[src/rtl/lalloc_store_buf.sv]
module lalloc_store_buf #(
  parameter int DEPTH     = 4,
  parameter int AW        = 32,
  parameter int DW        = 32,
  parameter int LINE_BITS = 5
) (
  input  logic                       clk,
  input  logic                       rst_n,
  input  logic                       push_valid,
  input  logic [AW-1:0]              push_addr,
  input  logic [DW-1:0]              push_data,
  input  logic                       push_cacheable,
  input  logic                       inv_valid,
  input  logic [AW-1:0]              inv_addr,
  input  logic                       discard,
  output logic                       wr_valid,
  output logic [AW-1:0]              wr_addr,
  output logic [DW-1:0]              wr_data,
  input  logic                       wr_ready,
  output logic                       busy,
  output logic [$clog2(DEPTH+1)-1:0] count,
  output logic                       overflow
);
  localparam int IW = (DEPTH > 1) ? $clog2(DEPTH) : 1;
  localparam int CW = $clog2(DEPTH + 1);

  logic [AW-1:0] ent_addr [DEPTH];
  logic [DW-1:0] ent_data [DEPTH];
  logic [IW-1:0] sel;
  logic [IW-1:0] hit_idx;
  logic          hit;

  wire full      = (count == CW'(DEPTH));
  wire take_disc = !busy && discard;
  wire take_inv  = !busy && !discard && inv_valid;
  wire take_push = !busy && !discard && !inv_valid && push_valid && push_cacheable;
  wire accept    = busy && wr_ready;

  always_comb begin
    hit = 1'b0;
    hit_idx = '0;
    for (int i = DEPTH - 1; i >= 0; i--) begin
      if (CW'(i) < count &&
          ent_addr[i][AW-1:LINE_BITS] == inv_addr[AW-1:LINE_BITS]) begin
        hit = 1'b1;
        hit_idx = IW'(i);
      end
    end
  end

  assign wr_valid = busy;
  assign wr_addr  = ent_addr[sel];
  assign wr_data  = ent_data[sel];

  always_ff @(posedge clk) begin
    if (!rst_n) begin
      busy     <= 1'b0;
      sel      <= '0;
      count    <= '0;
      overflow <= 1'b0;
    end else if (accept) begin
      busy  <= 1'b0;
      count <= count - 1'b1;
    end else if (take_disc) begin
      count <= '0;
    end else if (take_inv) begin
      if (hit) begin
        busy <= 1'b1;
        sel  <= hit_idx;
      end
    end else if (take_push) begin
      if (full) overflow <= 1'b1;
      else      count    <= count + 1'b1;
    end
  end

  always_ff @(posedge clk) begin
    if (accept) begin
      for (int i = 0; i < DEPTH - 1; i++) begin
        if (IW'(i) >= sel) begin
          ent_addr[i] <= ent_addr[i+1];
          ent_data[i] <= ent_data[i+1];
        end
      end
    end else if (take_push && !full) begin
      ent_addr[count[IW-1:0]] <= push_addr;
      ent_data[count[IW-1:0]] <= push_data;
    end
  end
endmodule

[config.mk]
export PLATFORM = sky130hd
export DESIGN_NAME = lalloc_store_buf
export DESIGN_NICKNAME = d
export VERILOG_FILES = /design/src/rtl/lalloc_store_buf.sv
export SDC_FILE = /design/constraint.sdc
export NUM_CORES = 1
export LEC_CHECK = 0
export BUFFER_PORTS_ARGS = -buffer_cell sky130_fd_sc_hd__buf_4
export CAP_MARGIN = 20
export CORE_UTILIZATION = 45
export CTS_CLUSTER_DIAMETER = 30
export DETAILED_ROUTE_END_ITERATION = 6
export RECOVER_POWER = 50
export SLEW_MARGIN = 5
export SYNTH_ARGS = -nofsm -noshare
export SYNTH_HDL_FRONTEND = slang
export SYNTH_SLANG_ARGS = --single-unit
[constraint.sdc]
create_clock -name clk -period 8.6 [get_ports clk]
set_input_delay 1.72 -clock clk [delete_from_list [all_inputs] [get_ports clk]]
set_output_delay 1.72 -clock clk [all_outputs]
set_load 0.05 [all_outputs]
# Yosys cells after proc, flatten, opt, wreduce, memory -nomap -nowiden
# Memories as Yosys holds them, arrays and structs flattened. A register that Yosys moved wholly into a read port is not among the register bits.
# Cells that the tools add are included.
word_totals:
  ff_bits: 7
  ramBits: 256
  in_bits: 103
  out_inout_bits: 70
  wordCells: 85
  n_memories: 2
op_classes:
  addsub: 2
  magnitude_cmp: 7
  n_eq_ne: 7
  mux: 35
  n_bitwise: 4
  n_reduce_logical: 24
memory_table:
  columns: ["name", "depth", "width", "read_ports", "rd_clocked_by_memory_dff", "write_ports", "line_no", "rtl"]
  rows:
  - ["ent_addr", 4, 32, 5, 1, 3, "27", "logic [AW-1:0] ent_addr [DEPTH];"]
  - ["ent_data", 4, 32, 4, 1, 3, "28", "logic [DW-1:0] ent_data [DEPTH];"]
op_table:
  columns: ["operator", "count"]
  rows:
  - ["$eq 27x27->1", 4]
  - ["$mux 32", 2]
  - ["$reduce_or 32->1", 2]
  - ["$mux 2", 10]
  - ["$mux 1", 18]
  - ["$mux 3", 5]
  - ["$logic_and 1x1->1", 12]
  - ["$lt 1x3->1 const A", 2]
  - ["$lt 2x3->1 const A", 2]
  - ["$reduce_and 3->1", 2]
  - ["$reduce_and 5->1", 1]
  - ["$ge 1x2->1 const A", 2]
  - ["$logic_not 1->1", 4]
  - ["$not 1->1", 4]
  - ["$reduce_and 4->1", 1]
  - ["$add 3x1->3 const B", 1]
  - ["$eq 3x3->1 const B", 1]
  - ["$ne 3x1->1 const B", 1]
  - ["$ne 3x2->1 const B", 1]
  - ["$reduce_bool 3->1", 1]
  - ["$sub 3x1->3 const B", 1]
  - ["$ge 2x2->1 const A", 1]
  - ["$reduce_or 2->1", 1]

# Logic depth before layout (Yosys ltp)
# Gate-level depths: netlist of the first run.
logic_depth:
  word_depth: 11
  ltp_mapped: 8
  mapped_depth_nobuf: 8

# Worst setup path before layout of the first run
# No wires, ideal clock.
synth_timing:
  path_type: "in2reg"
  from: "in wr_ready"
  to: "mem ent_addr[0][0] (enable)"
  setup_time_ps: 581
  t_arrival_ps: 6610
  required_ps: 8019
  path_slack_ps: 1409
  cell_stages: 2
  path_buffers: 0
  path_cell_list: "nand2_1 o31ai_1"
synth_rtl:
  columns: ["item", "line_no", "rtl"]
  rows:
  - ["from (decl)", "19", "input logic wr_ready,"]
  - ["to (decl)", "27", null]

==> qor.txt, run 1 <==
worst endpoint required time: 8.67 ns
pin count of the biggest net entering global routing: 65
Detailed Routing Iterations Pass 1: 4
P&R area growth vs syn: 27.8%
Top Ports: 173
Synth Register Bits: 265
Cell Chain, Critical Path: buf_1 > nor2_1 > nand3_1 > nor3b_1 > nand2_4 > nand2_1 > clkbuf_1
DP HPWL: 22200 um
status: complete, but fails checks
critical path depth: 7
vias post-DR: 8044
mux share of post-synthesis cell area: 27.2%
Final ANT Viol Nets: 0
total global routing overflow: 0
fin util: 58.9%
CP bufs+invs: 2
IO Port Bufs: 167
Synth async-reset ratio: 0%
Clock Tree Buf Depth: 3
library cells used by synthesis: 41
final setup TNS: 0 ns
DRC Markers: 0
H-tree levels: 3
GPL Wtd Cong: 0.856
Mean Syn Cell Area: 16.9 um^2
R2R depth: 8
Synth Cell Area: 13300 um^2
post_cts resized: 0
Synth warnings: 0
Clock Tree Root: clkbuf_16
Die H: 174 um
CTS Buf Count: 68
Hold Path Class: flip-flop to flip-flop
Synth Area in XOR/XNOR: 7.12%
CTS clk-pin slew, worst paths: 0.04 ns
clk sinks: 265
Slowest-stage cell, CP: clkbuf_1
crit path DAT: 6.20 ns
# setup viols final: 0
Synth Area in Compound Gates: 1.06%
row count: 62
PD cells: 244 nW/um^2
starting density of the core: 46.1%
CP Class: primary input to flip-flop
CTS hold repair buffers: 0
CTS tree: yes
fmax: 163 MHz
Tmin final: 6.13 ns
fillers: 2318
vias in the first global route: 9059
share of cells above drive strength 1: 41.8%
Hold Path Cell Cnt: 1
fin nets: 1087
Worst path max stage delay: 2.17 ns
Synth Area in Adders: 0.471%
clock skew: 0.0290 ns
initial DRC count: 531
RSZ-0062 raised after global routing: no
die area: 30200 um^2
# Max-Cap Violations: 5
Syn Nets: 894
Seq/Total Area, Yosys: 59.2%
period utilization: 71.3%
Slew Limit Fails: 187
worst vdd ir: 0.147 mV
Core ar.: 28900 um^2
fraction of the mapped netlist area in simple logic gates: 3.18%
CP Capture Type: flip-flop
vias per cell: 5.67
Final Hold Vio Count: 0
violated checks: capacitance limit, slew limit
max_slew headroom: -137%
startpoint types: primary input
buffer count from post-CTS setup fixing: 0
Primary FF master, synth: edfxtp_1
largest family of logic cells by synthesized area: multiplexers
Lkg Pwr: 5.74 nW
Total Routing Usage GR: 24.2%
first-pass GRT wire length: 54500 um
wire length per cell: 25.0 um
worst slew pin tran: 3.55 ns
gate count of the mapped netlist: 786
CP top delay family: buffers and inverters
final wirelength: 35500 um
EDFF count, synth: 256
DIE WIDTH: 174 um
Max FO, Critical Path: 42
antenna violations before repair: 3
clock latency at the later pin of the worst-skew pair: 0.55 ns
## metrics by stage
step | area [um^2] | hold slack (ns) | setup WS [ns] | cells | power, mW
finish | 17000 | 0.481 | 2.47 | 1418 | 4.14
global route | 17000 | 0.495 | 2.09 | 1417 | 4.26
CTS | 17300 | 0.485 | 3.89 | 1416 | 4.18
detailed placement | 14900 | 0.475 | 3.71 | 1292 | 1.58
global placement | 14900 | 0.450 | 3.74 | 1292 | 1.57
floorplan | 13300 | 0.478 | 1.41 | 786 | 1.50
## layout by cell type (no fill, tap or decap), types with 7 or more instances in the layout
cell type / netlist / final
mux2_1: 33 / 34
clkinv_2: 0 / 10
nor4_1: 10 / 10
bufinv_16: 0 / 12
nand4_1: 22 / 22
clkbuf_1: 41 / 89
dfxtp_1: 9 / 7
xnor2_1: 75 / 75
clkinv_1: 0 / 9
edfxtp_1: 256 / 256
xor2_1: 33 / 33
clkbuf_16: 0 / 71
nand2_1: 11 / 10
mux2_2: 159 / 158
buf_4: 1 / 102
mux4_2: 64 / 64
## cell type report
cell class              count  area [um^2]  area share (%)
flip-flops and latches    265         7880            46.4
well taps                 384          480            2.83
inverters                   5         18.8           0.110
repair buffers            178         1050            6.19
clock buffers              85         1830            10.8
diodes                      1         2.50          0.0147
clock inverters            39          526            3.09
multi-input cells         461         5200            30.6
## power by group
group / switching, mW / leakage (nW) / internal (mW)
Combinational: 0.0799 / 2.21 / 0.0513
Sequential: 0.00210 / 2.38 / 1.41
Clock: 0.743 / 1.14 / 1.85
## state kept, by name, indices dropped and copies added, names as in the netlist, named ones only
name	cells
busy	1
count	3
ent_addr	128
ent_data	128
overflow	1
sel	2
## cell usage after synthesis (2+ instances only)
cell type,count,area [um^2]
buf_1,8,30.0
and2_1,5,31.3
or4_1,3,22.5
nand4_1,22,138
xnor2_1,75,657
a21oi_1,3,15.0
xor2_1,33,289
mux4_2,64,1440
a22oi_1,2,15.0
o21ai_0,5,25.0
mux2_2,159,1790
nor3_1,5,25.0
ha_1,5,62.6
mux2_1,33,372
edfxtp_1,256,7690
and3_1,2,12.5
buf_2,5,25.0
nor2_1,5,18.8
nand2_1,11,41.3
clkbuf_1,41,154
o31ai_1,2,15.0
nor4_1,10,62.6
dfxtp_1,9,180
and3b_1,2,17.5
inv_1,5,18.8
## worst register-to-register path, cell delays in order (launching register included)
cell and delay (ns):
dfxtp_1 0.40, inv_1 0.15, ha_1 0.20, nand2_1 0.08
nor3b_1 0.27, nand2_4 0.11, clkbuf_1 1.58, clkbuf_1 2.03
mux2_2 0.49
## routing by layer
metal	part of all wire [%]	GRT usage, %
met1	40	30.4
met2	50	40.8
met3	7.1	6.86
met4	2.1	6.76
met5	0.065	0
## kinds of logic after synthesis
group / after synthesis
mux: 257
simple gates: 71
compound gates: 20
flops: 265
buf+inv: 60
xor+xnor: 108
fa+ha+maj: 5
## final timing paths
kind,endpoint,slack [ns],start
setup / recovery,ent_addr[2][12],2.47,discard
hold / removal,overflow,0.48,overflow
setup reg to reg,ent_data[2][19],3.04,count[0]
hold reg to reg,overflow,0.48,overflow
Note: power is estimated with default switching activity, not from simulation.
==> run 2, diff against run 1 <==
--- a/config.mk
+++ b/config.mk
@@ -5,6 +5,7 @@
 export SDC_FILE = /design/constraint.sdc
 export NUM_CORES = 1
 export LEC_CHECK = 0
+export ABC_AREA = 1
 export BUFFER_PORTS_ARGS = -buffer_cell sky130_fd_sc_hd__buf_4
 export CAP_MARGIN = 20
 export CORE_UTILIZATION = 45
==> constraint.sdc (replaced) <==
create_clock -name clk -period 6.2 [get_ports clk]
set_input_delay 1.24 -clock clk [delete_from_list [all_inputs] [get_ports clk]]
set_output_delay 1.24 -clock clk [all_outputs]
set_load 0.05 [all_outputs]
==> qor.txt, run 2 <==
P_sw: 1.24 mW (was 0.825 mW)
Synth Cell Area: 14400 um^2 (was 13300 um^2)
CP Capture Type: flip-flop (unchanged)
Slew Limit Fails: 69 (was 187)
total global routing overflow: 0 (unchanged)
max_slew headroom: -54.0% (was -137%)
post_cts resized: 0 (unchanged)
H-tree levels: 3 (unchanged)
worst slew pin tran: 2.30 ns (was 3.55 ns)
Synth top area share: 53.4% (was 57.8%)
most frequent cell after synthesis: nand2_1 (was edfxtp_1)
post-route setup slack: 1.36 ns (was 2.47 ns)
Hold Path Class: flip-flop to flip-flop (unchanged)
CP startpoint: discard (unchanged)
fin nets: 1975 (was 1087)
crit path DAT: 5.08 ns (was 6.20 ns)
EDFF count, synth: 256 (unchanged)
area leader, netlist: edfxtp_1 (unchanged)
DIE WIDTH: 181 um (was 174 um)
fmax: 207 MHz
Detailed Routing Iterations Pass 1: 5 (was 4)
clock power share: 62.1% (was 62.7%)
CTS tree: yes (unchanged)
Final ANT Viol Nets: 0 (unchanged)
Int Pwr: 4.63 mW (was 3.32 mW)
HP Start: overflow (unchanged)
library cells used by synthesis: 32 (was 41)
Logic pwr share: 4.3% (was 3.2%)
status: complete, but fails checks (unchanged)
CTS clk-pin slew, worst paths: 0.04 ns (about the same)
Clock Tree Root: clkbuf_16 (unchanged)
Lkg Pwr: 7.87 nW (was 5.74 nW)
gate count of the mapped netlist: 1704 (was 786)
fin util: 57.4% (was 58.9%)
first-pass GRT wire length: 64100 um (was 54500 um)
most frequent cells after synthesis: nand2_1 (471), edfxtp_1 (256), nor2_1 (173) (was edfxtp_1 (256), mux2_2 (159), xnor2_1 (75))
initial DRC count: 862 (was 531)
Die H: 181 um (was 174 um)
Synth Register Bits: 265 (unchanged)
Max FO, Critical Path: 74 (was 42)
period utilization: 78.1%
most frequent cells in the layout: nand2_1 (471), edfxtp_1 (256), o21ai_0 (227) (was edfxtp_1 (256), mux2_2 (158), buf_4 (102))
clock latency at the later pin of the worst-skew pair: 0.57 ns (was 0.55 ns)
clock skew: 0.0192 ns (was 0.0290 ns)
pin count of the biggest net entering global routing: 101 (was 65)
Seq/Total Area, Yosys: 54.7% (was 59.2%)
Synth warnings: 0 (unchanged)
sequential share of power: 33.7% (was 34.1%)
violated checks: capacitance limit, slew limit (unchanged)
vias in the first global route: 11700 (was 9059)
PD cells: 325 nW/um^2 (was 244 nW/um^2)
share of cells above drive strength 1: 15.2% (was 41.8%)
Mean Syn Cell Area: 8.44 um^2 (was 16.9 um^2)
row count: 65 (was 62)
final setup TNS: 0 ns (unchanged)
vias post-DR: 12200 (was 8044)
post-route cell area: 18100 um^2 (was 17000 um^2)
DRC Markers: 0 (unchanged)
IO Port Bufs: 167 (unchanged)
die area: 32700 um^2 (was 30200 um^2)
Synth area leaders: edfxtp_1 (53%), nand2_1 (12%), o21ai_1 (5.9%), o21ai_0 (4.9%), nor2_1 (4.5%) (was edfxtp_1 (58%), mux2_2 (13%), mux4_2 (11%), xnor2_1 (4.9%), mux2_1 (2.8%))
worst endpoint required time: 6.44 ns (was 8.67 ns)
clk sinks: 265 (unchanged)
final wirelength: 41000 um (was 35500 um)
buffer count from post-CTS setup fixing: 0 (unchanged)
Final Hold Vio Count: 0 (unchanged)
biggest regs: ent_addr (128), ent_data (128), count (3) (unchanged)
antenna violations before repair: 2 (was 3)
CTS hold repair buffers: 0 (unchanged)
Net Sw Frac: 21.2% (was 19.9%)
wire length per cell: 17.7 um (was 25.0 um)
Total Routing Usage GR: 25.3% (was 24.2%)
CTS Buf Count: 68 (unchanged)
Top Ports: 173 (unchanged)
Clock Tree Buf Depth: 3 (unchanged)
fillers: 2891 (was 2318)
# Max-Cap Violations: 4 (was 5)
Tmin final: 4.84 ns
storage element area: 7870 um^2 (was 7880 um^2)
DP HPWL: 25500 um (was 22200 um)
Syn Nets: 1812 (was 894)
RSZ-0062 raised after global routing: no (unchanged)
worst vdd ir: 0.345 mV (was 0.147 mV)
Primary FF master, synth: edfxtp_1 (unchanged)
P&R area growth vs syn: 25.6% (was 27.8%)
commonest non-fill, non-tap cell in the layout: nand2_1 (was edfxtp_1)
GPL Wtd Cong: 0.938 (was 0.856)
CP Class: primary input to flip-flop (unchanged)
startpoint types: primary input (unchanged)
worst reg2reg startpoint: count[1] (was count[0])
pre-CTS setup slack: 2.27 ns (was 3.71 ns)
vias per cell: 5.23 (was 5.67)
# setup viols final: 0 (unchanged)
Synth async-reset ratio: 0% (unchanged)
DP Area: 15900 um^2 (was 14900 um^2)
Core ar.: 31500 um^2 (was 28900 um^2)
starting density of the core: 45.7% (was 46.1%)
area of the multi-input gates: 5370 um^2 (was 5200 um^2)
[run 2: cell count changes after synthesis, moves of 64 or more]
cell	delta
o21ai_1	+170
nor2_1	+168
inv_1	+148
o21ai_0	+135
mux2_2	-159
a21oi_1	+66
nand2_1	+460
mux4_2	-64
[run 2: final timing paths]
kind                                        end  slack [ns]  cells past startpoint
worst max-delay path            ent_addr[2][10]        1.36                      9
worst min-delay path                   overflow        0.48                      2
worst max register to register  ent_addr[2][10]        1.65                      7
worst min register to register         overflow        0.48                      2
[run 2: final cells by class]
class	instances	share of cell area, %
Timing Repair Buffer	183	7.03
Inverter	181	3.77
Clock inverter	43	3.32
Antenna cell	2	0.0277
Clock buffer	80	9.78
Tap cell	402	2.78
Multi-Input combinational cell	1168	29.7
Sequential cell	265	43.6
[run 2: cells by family (layout without fill, tap and decap cells)]
group	after synthesis	count (layout)	synth area share (%)
adder cells (fa/ha/maj)	5	5	0.435
flip-flops	265	265	54.7
XOR/XNOR	45	45	2.79
AND/OR/NAND/NOR	691	691	18.9
buffers and inverters	271	487	7.91
AO/OA/AOI/OAI	427	427	15.3
other	0	2	0
[run 2: layer usage]
layer	GRT usage, %	part of all wire [%]	up-vias
li1	-	-	6054
met1	32.3	43	5638
met2	41.3	47	386
met3	6.11	6.6	79
met4	10.4	2.7	2
met5	0	0.032	-
[run 2: critical path, stage by stage]
cell and delay, ns:
clkbuf_4 0.10, inv_1 0.04, nand2_1 0.07, nor2_1 0.04, and3_1 0.21, nand3_1 0.87
clkbuf_1 1.03, clkbuf_2 1.21, o21ai_0 0.22
[run 2: through the flow]
| step | hold WS (ns) | std cells | power (mW) |
|---|---|---|---|
| floorplan | 0.467 | 1704 | 2.15 |
| global placement | 0.460 | 2198 | 2.27 |
| detailed placement | 0.471 | 2198 | 2.27 |
| CTS | 0.490 | 2321 | 5.93 |
| global route | 0.525 | 2323 | 6.03 |
| finish | 0.477 | 2324 | 5.87 |
[run 2: power by group through the flow]
stage | clock network [mW] | registers [mW] | logic, mW
after floorplan | 0 | 2.01 | 0.144
after global placement | 0 | 2.00 | 0.260
after detailed placement | 0 | 2.01 | 0.262
after CTS | 3.69 | 1.98 | 0.264
after global routing | 3.78 | 1.98 | 0.276
final | 3.64 | 1.98 | 0.250
